==> config.mk <==
export PLATFORM = sky130hd
export DESIGN_NAME = sfs_tx
export DESIGN_NICKNAME = d
export VERILOG_FILES = /design/src/rtl/sfs_pkg.sv /design/src/rtl/sfs_bclk_edge.sv /design/src/rtl/sfs_sync_class.sv /design/src/rtl/sfs_shifter.sv /design/src/rtl/sfs_tx.sv
export SDC_FILE = /design/constraint.sdc
export NUM_CORES = 1
export LEC_CHECK = 0
export ABC_AREA = 0
export CAP_MARGIN = 20
export CORE_ASPECT_RATIO = 0.5
export CORE_UTILIZATION = 56
export CTS_CLUSTER_DIAMETER = 50
export DETAILED_ROUTE_END_ITERATION = 12
export DONT_BUFFER_PORTS = 1
export PLACE_DENSITY = 0.79
export RECOVER_POWER = 100
export REMOVE_ABC_BUFFERS = 1
export SLEW_MARGIN = 10
export SYNTH_ARGS = -nofsm -noshare
export SYNTH_HDL_FRONTEND = slang
export SYNTH_HIERARCHICAL = 1
export SYNTH_SLANG_ARGS = --single-unit
==> constraint.sdc <==
create_clock -name clk -period 1.9 [get_ports clk]
set_input_delay 0.19 -clock clk [delete_from_list [all_inputs] [get_ports clk]]
set_output_delay 0.19 -clock clk [all_outputs]
set_load 0.02 [all_outputs]
==> src/rtl/sfs_pkg.sv <==
package sfs_pkg;

    // Word width selected by the mode input.
    typedef enum logic {
        SFS_NIBBLE = 1'b0,
        SFS_OCTET  = 1'b1
    } sfs_width_e;

    // Consecutive-high run length of the sync input, saturating.
    typedef enum logic [1:0] {
        RUN_NONE = 2'd0,
        RUN_ONE  = 2'd1,
        RUN_MANY = 2'd2
    } sfs_run_e;

endpackage

==> src/rtl/sfs_bclk_edge.sv <==
module sfs_bclk_edge (
    input  logic clk,
    input  logic rst_n,
    input  logic bclk,
    output logic rise,
    output logic fall
);

    typedef struct packed {
        logic level;
    } edge_st_t;

    edge_st_t st_d, st_q;

    always_comb begin
        st_d       = st_q;
        st_d.level = bclk;
        rise       = bclk & ~st_q.level;
        fall       = ~bclk & st_q.level;
    end

    always_ff @(posedge clk or negedge rst_n) begin
        if (!rst_n) st_q <= '0;
        else        st_q <= st_d;
    end

endmodule

==> src/rtl/sfs_sync_class.sv <==
module sfs_sync_class
    import sfs_pkg::*;
#(
    parameter int GUARD_FRAMES = 2
) (
    input  logic clk,
    input  logic rst_n,
    input  logic pdn,
    input  logic fall,
    input  logic fsync,
    output logic start_req,
    output logic long_hit
);

    localparam int GUARD_W = $clog2(GUARD_FRAMES + 1);
    localparam logic [GUARD_W-1:0] GUARD_DONE = GUARD_W'(GUARD_FRAMES);

    typedef struct packed {
        logic               prev_hi;   // sync level at previous falling edge
        sfs_run_e           run;       // length of current/last high run
        logic               short_ok;  // last finished pulse was short
        logic [GUARD_W-1:0] guard;     // pulses seen since reset/power-down
    } cls_st_t;

    cls_st_t st_d, st_q;

    always_comb begin
        st_d      = st_q;
        start_req = 1'b0;
        long_hit  = 1'b0;
        if (fall) begin
            if (fsync) begin
                if (!st_q.prev_hi) begin
                    // leading falling edge of a new pulse
                    start_req = st_q.short_ok && (st_q.guard == GUARD_DONE);
                    st_d.run  = RUN_ONE;
                    if (st_q.guard != GUARD_DONE)
                        st_d.guard = st_q.guard + 1'b1;
                end else begin
                    // pulse seen high again: it is a long pulse
                    long_hit = 1'b1;
                    st_d.run = RUN_MANY;
                end
            end else begin
                if (st_q.prev_hi)
                    st_d.short_ok = (st_q.run == RUN_ONE);
                st_d.run = RUN_NONE;
            end
            st_d.prev_hi = fsync;
        end
        if (pdn) begin
            st_d      = '0;
            start_req = 1'b0;
            long_hit  = 1'b0;
        end
    end

    always_ff @(posedge clk or negedge rst_n) begin
        if (!rst_n) st_q <= '0;
        else        st_q <= st_d;
    end

endmodule

==> src/rtl/sfs_shifter.sv <==
module sfs_shifter
    import sfs_pkg::*;
#(
    parameter int WORD_W = 8,
    parameter int NIB_W  = 4
) (
    input  logic              clk,
    input  logic              rst_n,
    input  logic              pdn,
    input  logic              rise,
    input  logic              fall,
    input  logic              start_req,
    input  logic              long_hit,
    input  logic              mode,
    input  logic [WORD_W-1:0] word_in,
    input  logic              load,
    output logic              sdo,
    output logic              sdo_oe,
    output logic              taken
);

    localparam int CNT_W = $clog2(WORD_W + 1);
    localparam int PAD_W = WORD_W - NIB_W;
    localparam logic [CNT_W-1:0] LEN_OCTET  = CNT_W'(WORD_W);
    localparam logic [CNT_W-1:0] LEN_NIBBLE = CNT_W'(NIB_W);

    typedef struct packed {
        logic [WORD_W-1:0] hold;   // parallel holding register
        logic [WORD_W-1:0] sh;     // shift register, MSB leaves first
        logic [CNT_W-1:0]  left;   // bits still to present
        logic              busy;   // slot in progress
        logic              first;  // no falling edge since capture yet
        logic              oe;
        logic              dout;
        logic              taken;
    } sh_st_t;

    sh_st_t st_d, st_q;
    logic   finishing;
    logic   capture;
    sfs_width_e width;

    generate
        if (PAD_W > 0) begin : g_pad
            logic [WORD_W-1:0] nib_aligned;
            assign nib_aligned = {st_q.hold[NIB_W-1:0], {PAD_W{1'b0}}};
        end else begin : g_nopad
            logic [WORD_W-1:0] nib_aligned;
            assign nib_aligned = st_q.hold;
        end
    endgenerate

    logic [WORD_W-1:0] nib_word;
    generate
        if (PAD_W > 0) begin : g_sel_pad
            assign nib_word = g_pad.nib_aligned;
        end else begin : g_sel_nopad
            assign nib_word = g_nopad.nib_aligned;
        end
    endgenerate

    always_comb begin
        width     = sfs_width_e'(mode);
        st_d      = st_q;
        st_d.taken = 1'b0;
        finishing = fall && st_q.busy && st_q.oe && (st_q.left == '0);
        capture   = start_req && (!st_q.busy || finishing);

        if (load)
            st_d.hold = word_in;

        // release in the middle of the last bit
        if (finishing) begin
            st_d.oe   = 1'b0;
            st_d.busy = 1'b0;
            st_d.dout = 1'b0;
        end

        if (fall)
            st_d.first = 1'b0;

        // sync still high on the edge after capture: abandon the slot
        if (fall && st_q.first && long_hit) begin
            st_d.oe   = 1'b0;
            st_d.busy = 1'b0;
            st_d.left = '0;
            st_d.dout = 1'b0;
        end

        if (capture) begin
            st_d.busy  = 1'b1;
            st_d.first = 1'b1;
            st_d.taken = 1'b1;
            if (width == SFS_OCTET) begin
                st_d.sh   = st_q.hold;
                st_d.left = LEN_OCTET;
            end else begin
                st_d.sh   = nib_word;
                st_d.left = LEN_NIBBLE;
            end
        end

        // every rising edge presents the next bit
        if (rise && st_q.busy && (st_q.left != '0)) begin
            st_d.oe   = 1'b1;
            st_d.dout = st_q.sh[WORD_W-1];
            st_d.sh   = {st_q.sh[WORD_W-2:0], 1'b0};
            st_d.left = st_q.left - 1'b1;
        end

        if (pdn)
            st_d = '0;
    end

    always_ff @(posedge clk or negedge rst_n) begin
        if (!rst_n) st_q <= '0;
        else        st_q <= st_d;
    end

    assign sdo    = st_q.dout;
    assign sdo_oe = st_q.oe;
    assign taken  = st_q.taken;

endmodule

==> src/rtl/sfs_tx.sv <==
module sfs_tx #(
    parameter int WORD_W       = 8,
    parameter int NIB_W        = 4,
    parameter int GUARD_FRAMES = 2
) (
    input  logic              clk,
    input  logic              rst_n,
    input  logic              pdn,
    input  logic              bclk,
    input  logic              fsync,
    input  logic              mode,
    input  logic [WORD_W-1:0] word_in,
    input  logic              load,
    output logic              sdo,
    output logic              sdo_oe,
    output logic              taken
);

    logic rise, fall, start_req, long_hit;

    sfs_bclk_edge u_edge (
        .clk   (clk),
        .rst_n (rst_n),
        .bclk  (bclk),
        .rise  (rise),
        .fall  (fall)
    );

    sfs_sync_class #(.GUARD_FRAMES(GUARD_FRAMES)) u_class (
        .clk       (clk),
        .rst_n     (rst_n),
        .pdn       (pdn),
        .fall      (fall),
        .fsync     (fsync),
        .start_req (start_req),
        .long_hit  (long_hit)
    );

    sfs_shifter #(.WORD_W(WORD_W), .NIB_W(NIB_W)) u_shift (
        .clk       (clk),
        .rst_n     (rst_n),
        .pdn       (pdn),
        .rise      (rise),
        .fall      (fall),
        .start_req (start_req),
        .long_hit  (long_hit),
        .mode      (mode),
        .word_in   (word_in),
        .load      (load),
        .sdo       (sdo),
        .sdo_oe    (sdo_oe),
        .taken     (taken)
    );

endmodule

After elaboration in Yosys (flattened, before gate mapping)
Cells that the tools add are included.
{"block": "op_classes", "add_sub_neg": 2, "eq_ne": 5, "mux": 29, "n_bitwise": 4, "n_reduce_logical": 25}
{"cell": "$mux 25", "count": 1}
{"cell": "$mux 12", "count": 2}
{"cell": "$mux 2", "count": 8}
{"cell": "$reduce_bool 4->1", "count": 4}
{"cell": "$mux 14", "count": 1}
{"cell": "$mux 1", "count": 13}
{"cell": "$mux 6", "count": 2}
{"cell": "$reduce_bool 2->1", "count": 5}
{"cell": "$logic_and 1x1->1", "count": 9}
{"cell": "$mux 8", "count": 1}
{"cell": "$ne 2x2->1 const B", "count": 3}
{"cell": "$reduce_bool 3->1", "count": 2}
{"cell": "$mux 5", "count": 1}
{"cell": "$logic_not 4->1", "count": 1}
{"cell": "$reduce_and 4->1", "count": 1}
{"cell": "$sub 4x1->4 const B", "count": 1}
{"cell": "$reduce_and 3->1", "count": 1}
{"cell": "$add 2x1->2 const B", "count": 1}
{"cell": "$and 1x1->1", "count": 2}
{"cell": "$eq 2x1->1 const B", "count": 1}
{"cell": "$eq 2x2->1 const B", "count": 1}
{"cell": "$not 1->1", "count": 2}
{"cell": "$logic_not 1->1", "count": 1}
{"cell": "$logic_or 1x1->1", "count": 1}
{"block": "totals", "reg_bits": 32, "output_inout_bits": 3}

Logic depth before layout (Yosys ltp)
Gate-level depths: netlist of the first run.
{"block": "depth", "word_depth": 10, "ltp_mapped": 9, "ltp_nobuf": 8}

Modules after synthesis
The synthesis of the first run kept the hierarchy.
{"mod": "sfs_shifter", "instances": 1, "cells_per_inst": 116, "area_per_inst_um2": 1249.9}
{"mod": "sfs_sync_class", "instances": 1, "cells_per_inst": 32, "area_per_inst_um2": 352.8}
{"mod": "sfs_bclk_edge", "instances": 1, "cells_per_inst": 3, "area_per_inst_um2": 40.0}

Least setup slack after synthesis of the first run
No wires, ideal clock.
{"block": "synth_path", "kind": "flip-flop to flip-flop", "startpoint": "register u_edge.st_q", "endpoint": "register u_shift/st_q[7] (netlist bit)", "setup_ns": 0.124, "t_arrival_ns": 1.968, "setup_slack_ns": -0.192, "stages_incl_launch_ff": 9, "n_path_buf": 1, "path_cell_list": "dfrtp_1 > and2b_2 > nand2_1 > nor4_1 > and3_1 > a21o_1 > buf_6 > nor2_4 > a211o_1"}
{"block": "synth_between", "elab_cells_between_ends": 20, "cone_classes": "7 x mux; 3 x bitwise; 10 x reduce/logical"}
{"item": "start: declaration", "line": "sfs_bclk_edge.sv:13", "source": "edge_st_t st_d, st_q;"}
{"item": "start signal: assignment", "line": "sfs_bclk_edge.sv:24", "source": "else st_q <= st_d;"}
{"item": "$and 1x1->1 (*)", "line": "sfs_bclk_edge.sv:19", "source": "fall = ~bclk & st_q.level;"}
{"item": "named net fall", "line": "sfs_tx.sv:19", "source": "logic rise, fall, start_req, long_hit;"}
{"item": "$mux 1 (*)", "line": "sfs_sync_class.sv:31", "source": "if (fall) begin"}
{"item": "$mux 1 (*)", "line": "sfs_sync_class.sv:51", "source": "if (pdn) begin"}
{"item": "named net start_req", "line": "sfs_tx.sv:19"}
{"item": "$logic_and 1x1->1 (*)", "line": "sfs_shifter.sv:67", "source": "capture = start_req && (!st_q.busy || finishing);"}
{"item": "$mux 14", "line": "sfs_shifter.sv:90", "source": "if (capture) begin"}
{"item": "$mux 12", "line": "sfs_shifter.sv:104", "source": "if (rise && st_q.busy && (st_q.left != '0)) begin"}
{"item": "$mux 25", "line": "sfs_shifter.sv:111", "source": "if (pdn)"}
{"item": "end signal: assignment", "line": "sfs_shifter.sv:117", "source": "else st_q <= st_d;"}
{"item": "end: declaration", "line": "sfs_shifter.sv:38", "source": "sh_st_t st_d, st_q;"}
The timed path passes the listed nets; every way through them passes the cells marked *. The select of a mux whose other input is x is not followed.
A chain may end at the register's enable or synchronous reset.

Final worst setup path of the first run
{"block": "layout_path", "startpoint": "register u_class/st_q[0] (netlist bit)", "endpoint": "register u_shift/st_q[12] (netlist bit)"}
{"block": "layout_between", "elab_chain_len": 8}
{"item": "start: declaration", "line": "sfs_sync_class.sv:25", "source": "cls_st_t st_d, st_q;"}
{"item": "start signal: assignment", "line": "sfs_sync_class.sv:60", "source": "else st_q <= st_d;"}
{"item": "$eq 2x2->1", "line": "sfs_sync_class.sv:35", "source": "start_req = st_q.short_ok && (st_q.guard == GUARD_DONE);"}
{"item": "$logic_and 1x1->1", "line": "sfs_sync_class.sv:35"}
{"item": "$mux 1", "line": "sfs_sync_class.sv:33", "source": "if (!st_q.prev_hi) begin"}
{"item": "$mux 1", "line": "sfs_sync_class.sv:32", "source": "if (fsync) begin"}
{"item": "$mux 1", "line": "sfs_sync_class.sv:31"}
{"item": "$mux 1", "line": "sfs_sync_class.sv:51"}
{"item": "named net start_req", "line": "sfs_tx.sv:19"}
{"item": "$logic_and 1x1->1", "line": "sfs_shifter.sv:67"}
{"item": "$reduce_bool 3->1 (no line)"}
The timed path passes the listed nets, and every way through them passes these cells.

==> results.yml, run 1 <==
timing:
  finalCriticalPeriod_ps: 1900
  rsz0062_at_grt: "true"
  fin_crit_sh_pct: 100
  setup_viol: 0
  fmax_mhz: 527
  slew_violations: 0
  worst_slew_pin_slew_ps: 784
  fin_skew_ps: 2.29
  hold_viol_final: 0
  setup_tns_ps: 0
  slew_headroom_pct: 47.7
grt:
  grt_antenna_before_repair: 0
  track_usage_pct: 24.4
  grt_pass1_wl_um: 5250
  grt.overflow.total: 0
  first_global_vias: 1091
  grt_max_degree: 33
clock_network:
  cts-root-buf: "clkbuf_8"
  clk_latency_ps: 280
  htree_levels: 2
  cts_made_buffers: 5
  cts_tree: "done"
  cts.path.max_buffers: 2
  cts.sinks: 32
  clkTransAtPathRegs_ps: 60
setup_path:
  arrival_ps: 2070
  crit_cells: 9
  worst_ep_required_time_ps: 2070
  r2r_cells: 9
  critPathBufInv: 2
  path_max_fanout: 8
  critical-path-slowest-cell: "dfrtp_1"
  start_kind: "register"
  critPathCaptureType: "register"
  max_stage_delay_ps: 390
  critical_path.cell_chain: "inv_1 > ha_2 > nand2_2 > nor4_4 > and3_4 > a21o_1 > buf_6 > mux2i_1 > o2bb2ai_1"
  reg2reg_slack_ps: 0.7
  critPathTopFamily: "simple AND/OR/NAND/NOR gates"
  worstSetupPathType: "register to register"
finish:
  num-fill-cells: 207
  final_area_um2: 1860
  area.sequential_um2: 801
  area_growth_syn_to_layout_pct: 13.1
  multi_input_area_um2: 812
  post_route_cells_drive_above_1_share_pct: 20.5
  fin_nets: 178
  n_antenna_cell: 0
routing:
  drc: 0
  wl_per_cell_um: 17.1
  first_pass_iters: 4
  drt_iter0_markers: 76
  ant_nets: 0
  avgViaCountPerCell: 5.96
  wl_um: 3390
  vias: 1181
synthesis:
  synth_cell_types: 41
  synthCells: 151
  yosysWarnings: 6
  yosysTopAreaCell: "dfrtp_1"
  ys_seq_area_share_pct: 48.7
  synthTopCellsByArea: "dfrtp_1 49%, mux2i_1 9.7%, a21oi_1 3.0%, nand2_1 2.7%, nor2_1 2.7%"
  netlist_area_um2: 1640
  synth_edf_count: 0
  ys_ff_latch: 32
  postSynth.asyncResetShare_pct: 100
  avgSynthCellArea_um2: 10.9
  synth_top_area_share_pct: 48.7
  synth_ff_type: "dfrtp_1"
die:
  die_h_um: 40.3
  initial_core_util_pct: 61.2
  core_um2: 2680
  rows: 13
  die_area_um2: 3170
  ios: 18
  die_x_um: 78.6
hold_path:
  hold_depth: 2
  min_path_type: "input port to register"
place:
  place_hpwl_um: 2170
  placed_area_um2: 1680
  gp_congestion: 0.785
  io_buffers: 0
status:
  status: "complete, no violations"
power_and_ir_drop:
  peakVddDrop_v: 0.000499
  p_leak_nw: 0.837
  power_density_nw_per_um2: 727
job:
  cap_violations: 0
==> layer usage <==
layer	vias to the layer above	track usage, %	share of wire [%]
li1	555	-	-
met1	584	31.4	47
met2	36	37.2	46
met3	6	10.5	5.7
met4	0	9.72	1.9
met5	-	0	0
==> logic make-up after synthesis <==
logic type               after synthesis  share of synthesized area (%)
AO/OA/AOI/OAI                         29                           12.3
AND/OR/NAND/NOR                       56                           20.2
adder cells (fa/ha/maj)                2                           1.52
XOR/XNOR                               1                          0.533
buffers and inverters                 11                           3.73
multiplexers                          20                           12.9
flip-flops                            32                           48.7
==> layout by cell type (no fill, tap or decap), drive strengths merged <==
cell,instances
a211o,1
a21o,4
a21oi,10
a22o,1
a22oi,1
a31oi,2
a41oi,1
and2,3
and2b,3
and3,1
and4bb,1
buf,6
clkbuf,8
dfrtp,32
dlygate4sd3,3
ha,2
inv,4
mux2,4
mux2i,16
nand2,12
nand2b,6
nand3,3
nand3b,2
nor2,14
nor2b,2
nor3,4
nor3b,2
nor4,1
o21ai,1
o221ai,4
o2bb2ai,4
or2,1
or3b,1
xor2,1
==> final timing paths <==
check | start | to
worst max-delay path | u_class/st_q[0] | u_shift/st_q[12]
worst min-delay path | mode | u_shift/st_q[9]
worst max register to register | u_class/st_q[0] | u_shift/st_q[12]
worst min register to register | u_shift/st_q[9] | u_shift/st_q[10]
max in group asynchronous | rst_n | u_shift/st_q[10]
min in group asynchronous | rst_n | u_class/st_q[3]
==> flip-flops by register name, summed over array words and instances (netlist names) <==
register,count
u_shift/st_q,18
u_class/st_q,6
u_shift/sdo_oe,1
u_shift/g_pad.nib_aligned,4
u_shift/taken,1
u_edge/st_q,1
u_shift/sdo,1
==> cells in the mapped netlist, types with 2 or more instances <==
cell       count
o221ai_1       4
dfrtp_1       32
a21oi_1       10
nor2_4         2
and2b_2        2
nand3b_1       2
ha_1           2
nor2b_1        2
clkbuf_1       3
nand3_1        3
nor2_1        12
nand2b_1       5
mux2_2         2
mux2_4         2
a31oi_1        2
mux2i_1       16
and2_1         3
a21o_1         3
inv_1          4
o2bb2ai_1      4
buf_6          2
nand2_1       12
nor3_1         4
==> area by class of cell <==
class	instances	area share [%]
multi-input combinational	108	43.7
tap	37	2.49
timing repair buffer	10	4.71
clock buffer	7	5.19
inverter	4	0.808
sequential	32	43.1
==> per-stage QoR <==
stage | instances | hold slack [ps] | total power [W] | setup WS, ps | util (%)
2_1_floorplan | 144 | -106 | 0.000761 | -284 | -
3_5_place_dp | 186 | -105 | 0.000773 | -75.0 | 62.6
3_3_place_gp | 186 | -105 | 0.000770 | 12.6 | 62.6
6_report | 198 | 57.6 | 0.00135 | 0.684 | 69.2
4_1_cts | 197 | 50.3 | 0.00136 | 38.1 | 68.3
5_1_grt | 198 | 50.4 | 0.00140 | -86.6 | 69.2
==> what timing repair did <==
action	4_1_cts	5_1_grt
resized for setup	1	8
buffers inserted	0	1
hold buffers	4	0
endpoints found under the hold margin	52	0
pin swaps	0	3
gates cloned	0	0
setup endpoints to repair	10	13
==> power breakdown <==
group / total, W / leakage [nW] / internal [W] / switching, W
logic: 0.0000815 / 0.349 / 0.0000380 / 0.0000435
clock network: 0.000561 / 0.0503 / 0.000322 / 0.000239
registers: 0.000707 / 0.438 / 0.000696 / 0.0000116
total: 0.00135 / 0.837 / 0.00106 / 0.000294
No activity file was read; power rests on OpenSTA's default activity.
==> run 2, diff against run 1 <==
SETUP_SLACK_MARGIN = 0.02   (was default)
==> results.yml, run 2 (same netlist as run 1, synthesis figures left out) <==
die:
  die_h_um: 40.3
  initial_core_util_pct: 61.2
  die_area_um2: 3170
  ios: 18
  rows: 13
  core_um2: 2680
  die_x_um: 78.6
setup_path:
  critical_path.cell_chain: "inv_1 > ha_2 > nand2_2 > nor4_4 > and3_4 > a21o_1 > buf_6 > mux2i_1 > o2bb2ai_1"
  max_stage_delay_ps: 390
  reg2reg_from: "u_class/st_q[0]"
  crit_cells: 9
  path_max_fanout: 8
  worstSetupPathType: "register to register"
  worst_ep_required_time_ps: 2070
  r2r_end: "u_shift/st_q[12]"
  critPathCaptureType: "register"
  critPathTopFamily: "simple AND/OR/NAND/NOR gates"
  arrival_ps: 2060
  r2r_cells: 9
  critPathBufInv: 2
  critical-path-slowest-cell: "dfrtp_1"
  start_kind: "register"
  reg2reg_slack_ps: 2
hold_path:
  min_path_type: "input port to register"
  min_to: "u_shift/st_q[9]"
  hold_depth: 2
  holdCritStartpoint: "mode"
timing:
  rsz0062_at_grt: "true"
  hold_viol_final: 0
  finalCriticalPeriod_ps: 1900
  worst_slew_pin_slew_ps: 771
  fin_crit_sh_pct: 99.9
  fin_skew_ps: 3.25
  setup_viol: 0
  slew_violations: 0
  fmax_mhz: 527
  fin_ws_ps: 1.87
  slew_headroom_pct: 48.6
finish:
  post_route_cells_drive_above_1_share_pct: 20.5
  largest_reg_flops: 18
  area_growth_syn_to_layout_pct: 13.1
  fin_nets: 178
  utilization_pct: 69.2
  n_antenna_cell: 0
  final_common_cell: "dfrtp_1"
  final_cell_mix: "32 x dfrtp_1, 16 x mux2i_1, 12 x nor2_1, 10 x a21oi_1, 10 x nand2_1"
  largest-register: "u_shift/st_q"
place:
  place_ws_ps: -75.0
  gp_congestion: 0.785
  io_buffers: 0
  place_hpwl_um: 2170
clock_network:
  cts_tree: "done"
  clk_latency_ps: 280
  cts.path.max_buffers: 2
  clkTransAtPathRegs_ps: 60
  cts_made_buffers: 5
  htree_levels: 2
  cts.sinks: 32
  cts-root-buf: "clkbuf_8"
status:
  status: "complete, no violations"
routing:
  avgViaCountPerCell: 5.91
  vias: 1170
  wl_per_cell_um: 17.0
  wl_um: 3370
  ant_nets: 0
  first_pass_iters: 4
  drt_iter0_markers: 105
  drc: 0
grt:
  grt.overflow.total: 0
  grt_pass1_wl_um: 5250
  track_usage_pct: 24.4
  grt_max_degree: 33
  first_global_vias: 1091
  grt_antenna_before_repair: 0
job:
  cap_violations: 0
power_and_ir_drop:
  peakVddDrop_v: 0.000501
  power_density_nw_per_um2: 725
  p_leak_nw: 0.837
## run 2: final cells by class
type | instances | area, µm²
multi-input cells | 108 | 812
inverters | 4 | 15.0
fillers | 207 | 826
clock buffers | 7 | 96.3
well taps | 37 | 46.3
flip-flops and latches | 32 | 801
repair buffers | 10 | 87.6
## run 2: metal layers
layer	vias to the layer above	share of wire (%)	routed length, µm	track usage [%]
met5	-	0	0	0
met4	0	1.2	39	9.72
met3	4	5.8	195	10.5
met2	31	46	1550	37.2
met1	582	47	1580	31.4
li1	553	-	-	-
## run 2: worst max-delay path by stage
stage | endpoint | start | slack (ps)
3_5_place_dp | u_shift/st_q[7] | u_class/st_q[0] | -70
4_1_cts | u_shift/st_q[7] | u_class/st_q[0] | 40
2_1_floorplan | u_shift/st_q[7] | u_edge/st_q | -280
5_1_grt | u_shift/st_q[12] | u_class/st_q[0] | -90
3_3_place_gp | u_shift/st_q[7] | u_class/st_q[0] | 10
6_report | u_shift/st_q[12] | u_class/st_q[0] | 2
## run 2: report_power, final
group / internal, W / total [W] / leakage, nW / switching, W
sequential: 0.000696 / 0.000707 / 0.438 / 0.0000115
combinational: 0.0000380 / 0.0000813 / 0.349 / 0.0000433
clock: 0.000322 / 0.000559 / 0.0503 / 0.000237
## run 2: metrics by stage
stage	cells	power [W]	area, µm²	TNS [ps]	hold slack [ps]
2_1_floorplan	144	0.000761	1600	-2200	-106
3_3_place_gp	186	0.000770	1680	0	-105
3_5_place_dp	186	0.000773	1680	-278	-105
4_1_cts	197	0.00136	1830	0	50.3
5_1_grt	198	0.00140	1860	-307	50.4
6_report	198	0.00135	1860	0	62.6
## run 2: worst reg2reg max path, stage by stage, from the launching register on
cell and delay [ps]:
dfrtp_1 390, inv_1 70, ha_2 180, nand2_2 60, nor4_4 210, and3_4 230, a21o_1 160, buf_6 150
mux2i_1 240, o2bb2ai_1 80
## run 2: repair_timing
item	in CTS	in global routing
resized for setup	1	8
setup buffers	0	1
endpoints found under the hold margin	52	0
hold buffers	4	0
setup endpoints to repair	10	13
pin swaps	0	3
